==> config.mk <==
export PLATFORM = sky130hd
export DESIGN_NAME = xcvr_bidir
export DESIGN_NICKNAME = d
export VERILOG_FILES = /design/src/rtl/xcvr_pkg.sv /design/src/rtl/xcvr_strobe_edge.sv /design/src/rtl/xcvr_store_cell.sv /design/src/rtl/xcvr_path.sv /design/src/rtl/xcvr_bidir.sv
export SDC_FILE = /design/constraint.sdc
export NUM_CORES = 1
export LEC_CHECK = 0
export BUFFER_PORTS_ARGS = -buffer_cell sky130_fd_sc_hd__buf_4
export CORE_UTILIZATION = 27
export CTS_BUF_LIST = sky130_fd_sc_hd__clkbuf_8
export DETAILED_ROUTE_END_ITERATION = 10
export HOLD_SLACK_MARGIN = 0.15
export PLACE_DENSITY_LB_ADDON = 0.08
export SYNTH_ARGS = -nofsm -noshare
export SYNTH_HDL_FRONTEND = slang
export SYNTH_SLANG_ARGS = --single-unit
==> constraint.sdc <==
create_clock -name clk -period 3.1 [get_ports clk]
set_clock_uncertainty 0.2 [all_clocks]
set_input_delay 0.31 -clock clk [delete_from_list [all_inputs] [get_ports clk]]
set_output_delay 0.31 -clock clk [all_outputs]
set_load 0.05 [all_outputs]
==> src/rtl/xcvr_pkg.sv <==
package xcvr_pkg;
  localparam int unsigned XCVR_DIRS = 2;
  localparam int unsigned XCVR_AB   = 0;
  localparam int unsigned XCVR_BA   = 1;

  typedef struct packed {
    logic le;
    logic strb;
    logic cke_n;
    logic oe_n;
  } xcvr_ctl_t;
endpackage

==> src/rtl/xcvr_strobe_edge.sv <==
module xcvr_strobe_edge (
  input  logic clk,
  input  logic strb,
  output logic rise
);
  logic strb_q;

  // Tracks the strobe even during reset so release never fakes an edge.
  always_ff @(posedge clk) begin
    strb_q <= strb;
  end

  assign rise = strb & ~strb_q;
endmodule

==> src/rtl/xcvr_store_cell.sv <==
module xcvr_store_cell #(
  parameter int unsigned WIDTH = 18
) (
  input  logic             clk,
  input  logic             rst_n,
  input  logic             le,
  input  logic             cke_n,
  input  logic             rise,
  input  logic [WIDTH-1:0] din,
  output logic [WIDTH-1:0] q
);
  logic load;

  assign load = le | (~cke_n & rise);

  always_ff @(posedge clk or negedge rst_n) begin
    if (!rst_n) begin
      q <= '0;
    end else if (load) begin
      q <= din;
    end
  end
endmodule

==> src/rtl/xcvr_path.sv <==
module xcvr_path
  import xcvr_pkg::*;
#(
  parameter int unsigned WIDTH = 18
) (
  input  logic             clk,
  input  logic             rst_n,
  input  xcvr_ctl_t        ctl,
  input  logic [WIDTH-1:0] din,
  output logic [WIDTH-1:0] dout,
  output logic             drive
);
  logic             rise;
  logic [WIDTH-1:0] held;

  xcvr_strobe_edge u_edge (
    .clk  (clk),
    .strb (ctl.strb),
    .rise (rise)
  );

  xcvr_store_cell #(.WIDTH(WIDTH)) u_cell (
    .clk   (clk),
    .rst_n (rst_n),
    .le    (ctl.le),
    .cke_n (ctl.cke_n),
    .rise  (rise),
    .din   (din),
    .q     (held)
  );

  assign dout  = ctl.le ? din : held;
  assign drive = ~ctl.oe_n;
endmodule

==> src/rtl/xcvr_bidir.sv <==
module xcvr_bidir
  import xcvr_pkg::*;
#(
  parameter int unsigned WIDTH = 18
) (
  input  logic             clk,
  input  logic             rst_n,
  input  logic [WIDTH-1:0] a_in,
  input  logic [WIDTH-1:0] b_in,
  output logic [WIDTH-1:0] a_out,
  output logic [WIDTH-1:0] b_out,
  output logic             a_drv,
  output logic             b_drv,
  input  logic             ab_le,
  input  logic             ab_strb,
  input  logic             ab_cke_n,
  input  logic             ab_oe_n,
  input  logic             ba_le,
  input  logic             ba_strb,
  input  logic             ba_cke_n,
  input  logic             ba_oe_n
);
  xcvr_ctl_t        ctl  [XCVR_DIRS];
  logic [WIDTH-1:0] din  [XCVR_DIRS];
  logic [WIDTH-1:0] dout [XCVR_DIRS];
  logic             drv  [XCVR_DIRS];

  assign ctl[XCVR_AB] = '{le: ab_le, strb: ab_strb, cke_n: ab_cke_n, oe_n: ab_oe_n};
  assign ctl[XCVR_BA] = '{le: ba_le, strb: ba_strb, cke_n: ba_cke_n, oe_n: ba_oe_n};
  assign din[XCVR_AB] = a_in;
  assign din[XCVR_BA] = b_in;

  for (genvar g = 0; g < XCVR_DIRS; g++) begin : g_dir
    xcvr_path #(.WIDTH(WIDTH)) u_path (
      .clk   (clk),
      .rst_n (rst_n),
      .ctl   (ctl[g]),
      .din   (din[g]),
      .dout  (dout[g]),
      .drive (drv[g])
    );
  end

  assign b_out = dout[XCVR_AB];
  assign b_drv = drv[XCVR_AB];
  assign a_out = dout[XCVR_BA];
  assign a_drv = drv[XCVR_BA];
endmodule

Yosys cells after proc, flatten, opt, wreduce, memory -nomap -nowiden:

Cells that the tools add are included.

* flip-flop bits (word level): 38
* bits of input ports: 46
* logic and storage cells: 18

* muxes and demuxes: 2
* bitwise operators: 12

Operator list (count)
* two-way mux 18 bit: 2
* inverter 1 bit: 6
* bitwise AND 1 bit: 4
* OR 1 bit: 2

Logic depth before layout (Yosys ltp):

Gate-level depths: netlist (run 1).

* word-level depth: 4
* mapped depth: 5

By module:

A second synthesis (run 1) with hierarchy kept.

* cell total of the unflattened synthesis: 124
* area total of the unflattened synthesis: 2079.5 µm²

By module, submodules not included
* xcvr_store_cell: times used 2, cells each 39, area an instance 730.7 µm²
* xcvr_path: times used 2, cells each 21, area an instance 275.3 µm²
* xcvr_strobe_edge: times used 2, cells each 2, area an instance 33.8 µm²

Worst setup path after synthesis (run 1):

OpenSTA, ideal clock, no wires.

* path type: in2out
* start: in ba_le
* end: out a_out[0]
* arrival: 1282 ps
* setup slack: 1308 ps
* stages: 5
* path through: clkbuf_1 -> buf_2 -> buf_2 -> nand2_1 -> nand2_1

* word-level cells in the longest chain between the ends: 1

RTL lines
* from (decl): line xcvr_bidir.sv:18 `input logic ba_le,`
* two-way mux 18 bit: line xcvr_path.sv:32 `assign dout = ctl.le ? din : held;`
* to (decl): line xcvr_bidir.sv:10 `output logic [WIDTH-1:0] a_out,`

Every way passes these cells.

Final worst setup path (run 1):

* start: in ba_strb
* end: reg g_dir[1].u_path.u_cell.q[10]

* word-level cells in the longest chain between the ends: 3

RTL lines
* from (decl): line xcvr_bidir.sv:19 `input logic ba_strb,`
* bitwise AND 1 bit: line xcvr_strobe_edge.sv:13 `assign rise = strb & ~strb_q;`
* bitwise AND 1 bit: line xcvr_store_cell.sv:14 `assign load = le | (~cke_n & rise);`
* OR 1 bit: line xcvr_store_cell.sv:14
* to (signal assigned): line xcvr_store_cell.sv:20 `q <= din;`
* to (decl): line xcvr_store_cell.sv:10 `output logic [WIDTH-1:0] q`

Every way passes these cells.
A chain may end at the register's enable or synchronous reset.

==> impl_metrics.toml, run 1 <==
[logic_synthesis]
synth_seq_cells = 38
syn-mean-instance-area_um2 = 9.327
synth_cell_types = 11
synth_fp_nets = 288
syn_area_mm2 = 0.002257
synth_cells = 242
yosys_warnings = 0
synth_seq_area_share = 0.4169

[final_layout]
area_growth_pct = 50.17
final_cell_area_mm2 = 0.003390
n_antenna_cell = 0
seq_area_um2 = 940.9
drive_gt1_frac = 0.2614
fin_cells = 454
final_core_util = 0.4297
multiInputGateArea_mm2 = 0.001209
n_fill_cell = 794
nets = 397
layout_common_cells = "buf_4, nand2_1, dlygate4sd3_1"
final_common_cell = "buf_4"

[clock_tree]
numCtsBuffers = 5
cts_hold_buf = 39
ctsHtreeMaxLevel = 2
cts_tree = "yes"
root_buffer = "clkbuf_8"
cts_resized = 0
clock_latency_ps = 280
clock-sinks = 38
post_cts_buffers = 0
clkTransAtPathRegs_ps = 80
clock_path_buffers = 2

[setup_path]
crit_chain = "dlygate4sd3_1 -> buf_4 -> nor3b_4 -> o211ai_1"
arrival_ps = 2020
path_max_fanout = 20
crit_slowest_cell = "nor3b_4"
rrSetupSlack_ps = 1270
cp-start-kind = "input pin"
crit_type = "in -> reg"
cp.required_ps = 3040
critPathCaptureType = "register"
slowest_delay_ps = 730

[sta]
setup_viol = 0
tns_ps = 0
period_share = 0.6692
slew_viol_final = 0
post-route-min-period_ps = 2074
worstMarginPinSlew_ps = 814.7
finalHoldViolCount = 0
rsz0062_at_grt = "false"
max_clock_freq_ghz = 0.4821
slew_headroom = 0.4563

[placement]
io_buffers = 83
dpl.cell_count = 407
place.gp.congestion = 0.6405
place_area_mm2 = 0.002908
hpwlAfterDp_mm = 3.702

[global_routing]
antenna_found_initial = 0
grt_max_degree = 37
track_usage = 0.1463
grt_pass1_wl_mm = 10.07
grt_pass1_vias = 2184
grt-ovfl-total = 0

[floorplanning]
ioPinCount = 84
dieArea_mm2 = 0.008729
row_count = 32
start_util = 0.2862
die_w_um = 93.43
core_mm2 = 0.007888
die_h_um = 93.43

[power_and_ir_drop]
p_per_area_mw_per_mm2 = 421.3
internal_power_uw = 919.7
p_switching_uw = 508.3
p_sw_frac = 0.3560
peakVddDrop_uv = 153.4
clkPwrFrac = 0.251
p_leak_nw = 1.548
seqPwrFrac = 0.396
comb_power_share = 0.354

[routing]
via_per_inst = 4.694
antenna_left = 0
drt-total-wl_mm = 6.017
num_vias = 2131
drt-wirelength-per-cell_um = 13.25
drt-pass1-iter-count = 4
first_iter_violations = 46
drcViolationCount = 0

[flow_run]
drv_cap = 0

[min_path]
hold_path_class = "in -> reg"

[outcome]
status = "finished clean"
==> synth_stat cells, drive strengths merged <==
library cell / count / area (µm²)
buf: 10 / 62.56
clkbuf: 10 / 37.54
dfrtp: 36 / 900.9
dfxtp: 2 / 40.04
inv: 2 / 7.510
nand2: 72 / 270.3
nand2b: 36 / 225.2
nand4bb: 36 / 405.4
nor3b: 2 / 37.54
o211ai: 36 / 270.3
==> layout make-up <==
| type | instances | share of cell area |
|---|---|---|
| multi-input cells | 182 | 0.3566 |
| clock inverters | 2 | 0.002584 |
| clock buffers | 6 | 0.02436 |
| repair buffers | 122 | 0.2990 |
| well taps | 102 | 0.03765 |
| flip-flops and latches | 38 | 0.2776 |
| inverters | 2 | 0.002215 |
==> routing by layer <==
metal / wire length [µm] / global-route usage / vias to the layer above / share of wire
met5: 0 / 0 / - / 0
met4: 63 / 0.03846 / 0 / 0.010
met3: 279 / 0.03415 / 5 / 0.046
met2: 2686 / 0.2420 / 60 / 0.45
met1: 2986 / 0.1908 / 982 / 0.50
li1: - / - / 1084 / -
==> path summary, 6_finish.rpt <==
check | depth (start not counted) | from | end
max | 4 | ba_strb | g_dir[1].u_path.u_cell.q[10]
min | 3 | ba_le | g_dir[1].u_path.u_cell.q[13]
max reg2reg | 2 | g_dir[1].u_path.u_edge.strb_q | g_dir[1].u_path.u_cell.q[10]
min reg2reg | 2 | g_dir[1].u_path.u_cell.q[16] | g_dir[1].u_path.u_cell.q[16]
max in group asynchronous | 2 | rst_n | g_dir[0].u_path.u_cell.q[13]
min in group asynchronous | 2 | rst_n | g_dir[0].u_path.u_cell.q[5]
==> worst max-delay path: cells and delay by family <==
family | cells | cell delay (ps)
AND/OR/NAND/NOR | 1 | 730
AO/OA/AOI/OAI | 1 | 200
buffers and inverters | 2 | 770
==> logic make-up (layout without fill, tap and decap cells) <==
group / count (synthesis) / after routing / share of synthesized area
DFF: 38 / 38 / 0.4169
and+or+nand+nor: 146 / 146 / 0.4157
buffers and inverters: 22 / 132 / 0.04767
AOI/OAI and AO/OA: 36 / 36 / 0.1197
==> sequential cells by signal, summed over array words and instances (netlist names) <==
| name | count |
|---|---|
| g_dir.u_path.u_cell.q | 36 |
| g_dir.u_path.u_edge.strb_q | 2 |
==> stage by stage <==
step	power, mW	hold WS [ps]	worst slack (ps)
after floorplan	0.8805	-185.6	1308
after CTS	1.450	261.4	1010
after detailed placement	1.045	119.5	1244
after global placement	1.042	120.2	1234
final	1.428	269.6	1026
after global routing	1.508	296.4	905.1
==> power groups by stage <==
| stage | clock, mW | sequential (mW) | combinational, mW |
|---|---|---|---|
| 5_1_grt | 0.393 | 0.571 | 0.543 |
| 2_1_floorplan | 0 | 0.565 | 0.316 |
| 3_5_place_dp | 0 | 0.576 | 0.469 |
| 6_report | 0.358 | 0.565 | 0.505 |
| 4_1_cts | 0.375 | 0.566 | 0.509 |
| 3_3_place_gp | 0 | 0.573 | 0.469 |
(Power assumes the default switching activity.)
==> run 2, diff against run 1 <==
Clock period 3.1 ns to 1.65 ns, I/O delays scaled along.
==> run 2 against run 1 <==
Sequential share of layout area decreased by 3.1 points. Non-clock buffer count increased by 42. Die area stayed put. Global-route usage rose by 0.88 points. Wire length is 8.3% higher. Total power up 99%. Critical path depth grew 1. Register-to-register slack got worse by 970 ps. Combinational power rose by 110%. Largest cell class is now non-clock buffers.
==> impl_metrics.toml, run 2 (same netlist as run 1, synthesis figures left out) <==
[outcome]
status = "finished clean"

[final_layout]
layout_common_cells = "buf_4, dlygate4sd3_1, nand2_1"
nets = 439
fin_cells = 496
n_antenna_cell = 0
largest_register = "g_dir.u_path.u_cell.q"
area_growth_pct = 68.85
final_common_cell = "buf_4"
drive_gt1_frac = 0.2538
largest_register_ffs = 36
reg_top3 = "g_dir.u_path.u_cell.q x36, g_dir.u_path.u_edge.strb_q x2"

[clock_tree]
ctsHtreeMaxLevel = 2
clkTransAtPathRegs_ps = 70
cts_tree = "yes"
clock_latency_ps = 280
post_cts_buffers = 0
clock-sinks = 38
clock_path_buffers = 2
root_buffer = "clkbuf_8"
numCtsBuffers = 5

[placement]
place.gp.congestion = 0.6981
hpwlAfterDp_mm = 3.844
io_buffers = 83
dpl.cell_count = 414

[setup_path]
cp.required_ps = 1610
rrSetupSlack_ps = 300
crit_type = "in -> reg"
critPathCaptureType = "register"
r2r_start = "g_dir[1].u_path.u_edge.strb_q"
arrival_ps = 1570
path_max_fanout = 2
reg2reg_to = "g_dir[1].u_path.u_cell.q[10]"
reg2reg_depth = 3
cp-start-kind = "input pin"

[global_routing]
track_usage = 0.1550
grt_pass1_wl_mm = 10.76
grt-ovfl-total = 0
grt_pass1_vias = 2419
antenna_found_initial = 0
grt_max_degree = 37

[sta]
slew_headroom = 0.6789
slew_viol_final = 0
rsz0062_at_grt = "false"
setup_viol = 0
max_clock_freq_ghz = 0.6211
period_share = 0.9758
post-route-min-period_ps = 1610
hold_ws_ps = 148.0
finalHoldViolCount = 0
worstMarginPinSlew_ps = 481.6
tns_ps = 0

[floorplanning]
start_util = 0.2862
die_h_um = 93.43
dieArea_mm2 = 0.008729
die_w_um = 93.43
ioPinCount = 84
row_count = 32
core_mm2 = 0.007888

[power_and_ir_drop]
p_leak_nw = 1.687
peakVddDrop_uv = 320.6
p_per_area_mw_per_mm2 = 745.7

[min_path]
min_to = "g_dir[0].u_path.u_cell.q[0]"
hold_path_class = "in -> reg"
hold_depth = 3
min_from = "ab_le"

[routing]
antenna_left = 0
first_iter_violations = 60
drt-wirelength-per-cell_um = 13.14
drt-pass1-iter-count = 4
drt-total-wl_mm = 6.518
drcViolationCount = 0
via_per_inst = 4.768
num_vias = 2365

[flow_run]
drv_cap = 0
-- run 2: cell types whose count changed in the layout (fill, tap and decap cells not counted), sizes merged --
cell / before / now
dlygate4sd3: 39 / 74
buf: 83 / 90
clkbuf: 6 / 8
clkinv: 1 / 0
inv: 3 / 2
-- run 2: what timing repair did --
action,in CTS,in global routing
resized for setup,0,0
hold endpoints to repair,74,0
hold buffers,75,0
endpoints found under the setup margin,0,1
-- run 2: area by class of cell --
cell class / instances / area, µm²
repair buffers: 164 / 1416
well taps: 102 / 127.6
clock buffers: 8 / 110.1
fillers: 762 / 4076
inverters: 2 / 7.507
flip-flops and latches: 38 / 940.9
multi-input cells: 182 / 1209
-- run 2: worst max path at each step --
stage | from | to | slack, ps
2_1_floorplan | ba_le | a_out[0] | 150
3_3_place_gp | g_dir[1].u_path.u_edge.strb_q | g_dir[1].u_path.u_cell.q[10] | 340
3_5_place_dp | g_dir[1].u_path.u_edge.strb_q | g_dir[1].u_path.u_cell.q[11] | 310
4_1_cts | a_in[7] | g_dir[0].u_path.u_cell.q[7] | 80
5_1_grt | a_in[3] | g_dir[0].u_path.u_cell.q[3] | 6
6_report | a_in[3] | g_dir[0].u_path.u_cell.q[3] | 40
-- run 2: layer usage --
layer	global-route usage	share of wire	up-vias
met4	0.03462	0.0038	0
met2	0.2837	0.48	70
met1	0.1867	0.47	1131
li1	-	-	1162
met3	0.02927	0.048	2
met5	0	0	-
-- run 2: where the power goes --
| group | switching, mW | internal (mW) |
|---|---|---|
| sequential | 0.0288 | 1.02 |
| clock | 0.331 | 0.422 |
| combinational | 0.600 | 0.435 |
-- run 2: critical path: stages --
cell	delay, ps
dlygate4sd3_1	540
buf_4	140
nand2_1	70
dlygate4sd3_1	560
o211ai_1	90
-- run 2: stage by stage --
stage / power (mW) / worst slack (ps) / area, µm² / utilization
global placement: 1.969 / 339.8 / 2960 / 0.3753
floorplan: 1.654 / 147.7 / 2257 / -
detailed placement: 1.974 / 308.9 / 2960 / 0.3753
CTS: 2.884 / 75.69 / 3821 / 0.4845
finish: 2.842 / 39.87 / 3811 / 0.4832
global route: 2.988 / 6.113 / 3811 / 0.4832
==> run 3, diff against run 2 <==
Settings changed: CELL_PAD_IN_SITES_DETAIL_PLACEMENT from default to 1, CELL_PAD_IN_SITES_GLOBAL_PLACEMENT from default to 2, PLACE_DENSITY_LB_ADDON 0.08 to 0.1.
==> run 3 against run 2 <==
Wire length grew 10%. Via count is 0.51% lower. Hold slack got worse by 13 ps. Total power is 2.2% higher. Critical path depth is the same. Highest routed layer unchanged. Largest cell class unchanged. Largest power group unchanged. Combinational power hardly changed. Worst setup slack better by 9.4 ps. Fmax rose by 0.58%. Design area down 0.23%.
==> impl_metrics.toml, run 3 (same netlist as run 1, synthesis figures left out) <==
[placement]
dp_worst_setup_slack_ps = 307.8
place.gp.congestion = 0.6875
hpwlAfterDp_mm = 4.223
io_buffers = 83
dpl.cell_count = 414
place_area_mm2 = 0.002973

[sta]
worstMarginPinSlew_ps = 495.5
tns_ps = 0
finalHoldViolCount = 0
slew_headroom = 0.6697
fin_ws_ps = 49.23
slew_viol_final = 0
post-route-min-period_ps = 1601
setup_viol = 0
period_share = 0.9702
rsz0062_at_grt = "false"
max_clock_freq_ghz = 0.6247

[final_layout]
largest_register = "g_dir.u_path.u_cell.q"
fin_cells = 494
layout_common_cells = "buf_4, nand2_1, dlygate4sd3_1"
n_antenna_cell = 0
final_common_cell = "buf_4"
reg_top3 = "g_dir.u_path.u_cell.q x36, g_dir.u_path.u_edge.strb_q x2"
final_core_util = 0.4821
largest_register_ffs = 36
final_cell_area_mm2 = 0.003802
nets = 437
area_growth_pct = 68.46
drive_gt1_frac = 0.2551

[setup_path]
rrSetupSlack_ps = 370
crit_type = "in -> out"
reg2reg_depth = 3
arrival_ps = 1240
cp-start-kind = "input pin"
cp.required_ps = 1280
r2r_start = "g_dir[1].u_path.u_edge.strb_q"
path_max_fanout = 2
reg2reg_to = "g_dir[1].u_path.u_cell.q[13]"
critPathCaptureType = "primary output"

[floorplanning]
row_count = 32
die_h_um = 93.43
core_mm2 = 0.007888
die_w_um = 93.43
start_util = 0.2862
ioPinCount = 84
dieArea_mm2 = 0.008729

[global_routing]
globalRouteMet1Util = 0.2149
grt_use_met3 = 0.02846
grt_pass1_vias = 2519
met2_usage = 0.3119
busiest_layer = "met2"
grt_max_degree = 37
antenna_found_initial = 0
grt-ovfl-total = 0
grt_pass1_wl_mm = 12.01
track_usage = 0.1730

[routing]
drt-wirelength-per-cell_um = 14.54
drt-pass1-iter-count = 3
via_per_inst = 4.763
antenna_left = 0
first_iter_violations = 53
drcViolationCount = 0
drt-total-wl_mm = 7.181
num_vias = 2353

[clock_tree]
numCtsBuffers = 5
ctsHtreeMaxLevel = 2
clock-sinks = 38
post_cts_buffers = 0
clkTransAtPathRegs_ps = 80
root_buffer = "clkbuf_8"
cts_tree = "yes"
clock_path_buffers = 2
clock_latency_ps = 290

[min_path]
hold_path_class = "in -> reg"
min_to = "g_dir[1].u_path.u_cell.q[7]"
hold_depth = 3
min_from = "ba_le"

[power_and_ir_drop]
p_per_area_mw_per_mm2 = 764.2
peakVddDrop_uv = 318.2
p_leak_nw = 1.686

[outcome]
status = "finished clean"

[flow_run]
drv_cap = 0
[run 3: changes by cell type in the layout (fill, tap and decap cells not counted), sizes merged]
cell and change:
bufinv +1, clkbuf -3, clkinv +2, dlygate4sd3 -2
[run 3: cell type report]
type	count	area, µm²
fillers	901	4085
repair buffers	162	1409
multi-input cells	182	1209
flip-flops and latches	38	940.9
well taps	102	127.6
clock buffers	5	68.82
clock inverters	3	40.04
inverters	2	7.507
[run 3: stage by stage]
step / hold WS (ps) / total power, mW
final: 135.4 / 2.906
after global routing: 178.4 / 3.041
after floorplan: -330.6 / 1.654
after detailed placement: -29.29 / 1.985
after CTS: 152.7 / 2.932
after global placement: -25.29 / 1.979
[run 3: worst max path at each step]
| stage | endpoint | start |
|---|---|---|
| floorplan | a_out[0] | ba_le |
| global placement | g_dir[1].u_path.u_cell.q[11] | ba_strb |
| detailed placement | g_dir[1].u_path.u_cell.q[13] | ba_strb |
| CTS | g_dir[0].u_path.u_cell.q[7] | a_in[7] |
| global route | g_dir[1].u_path.u_cell.q[9] | b_in[9] |
| finish | b_out[7] | a_in[7] |
[run 3: routing by layer]
layer  up-vias  part of all wire
met5         -                 0
met4         0            0.0074
met3         4             0.038
met2        54              0.51
met1      1132              0.45
li1       1163                 -
[run 3: worst max-delay path, stage by stage]
cell and delay (ps):
dlygate4sd3_1 570, buf_4 150, nand2_1 80, nand2_1 80, buf_4 190
[run 3: what timing repair did]
item                                    in CTS  in global routing
gates resized for setup                      0                  0
hold buffers                                75                  0
endpoints found under the setup margin       0                  3
endpoints found under the hold margin       74                  0
[run 3: power by group]
part,switching (mW),internal (mW),total [mW]
clock network,0.362,0.446,0.808
registers,0.0286,1.02,1.05
logic,0.611,0.435,1.05
total,1.00,1.90,2.91
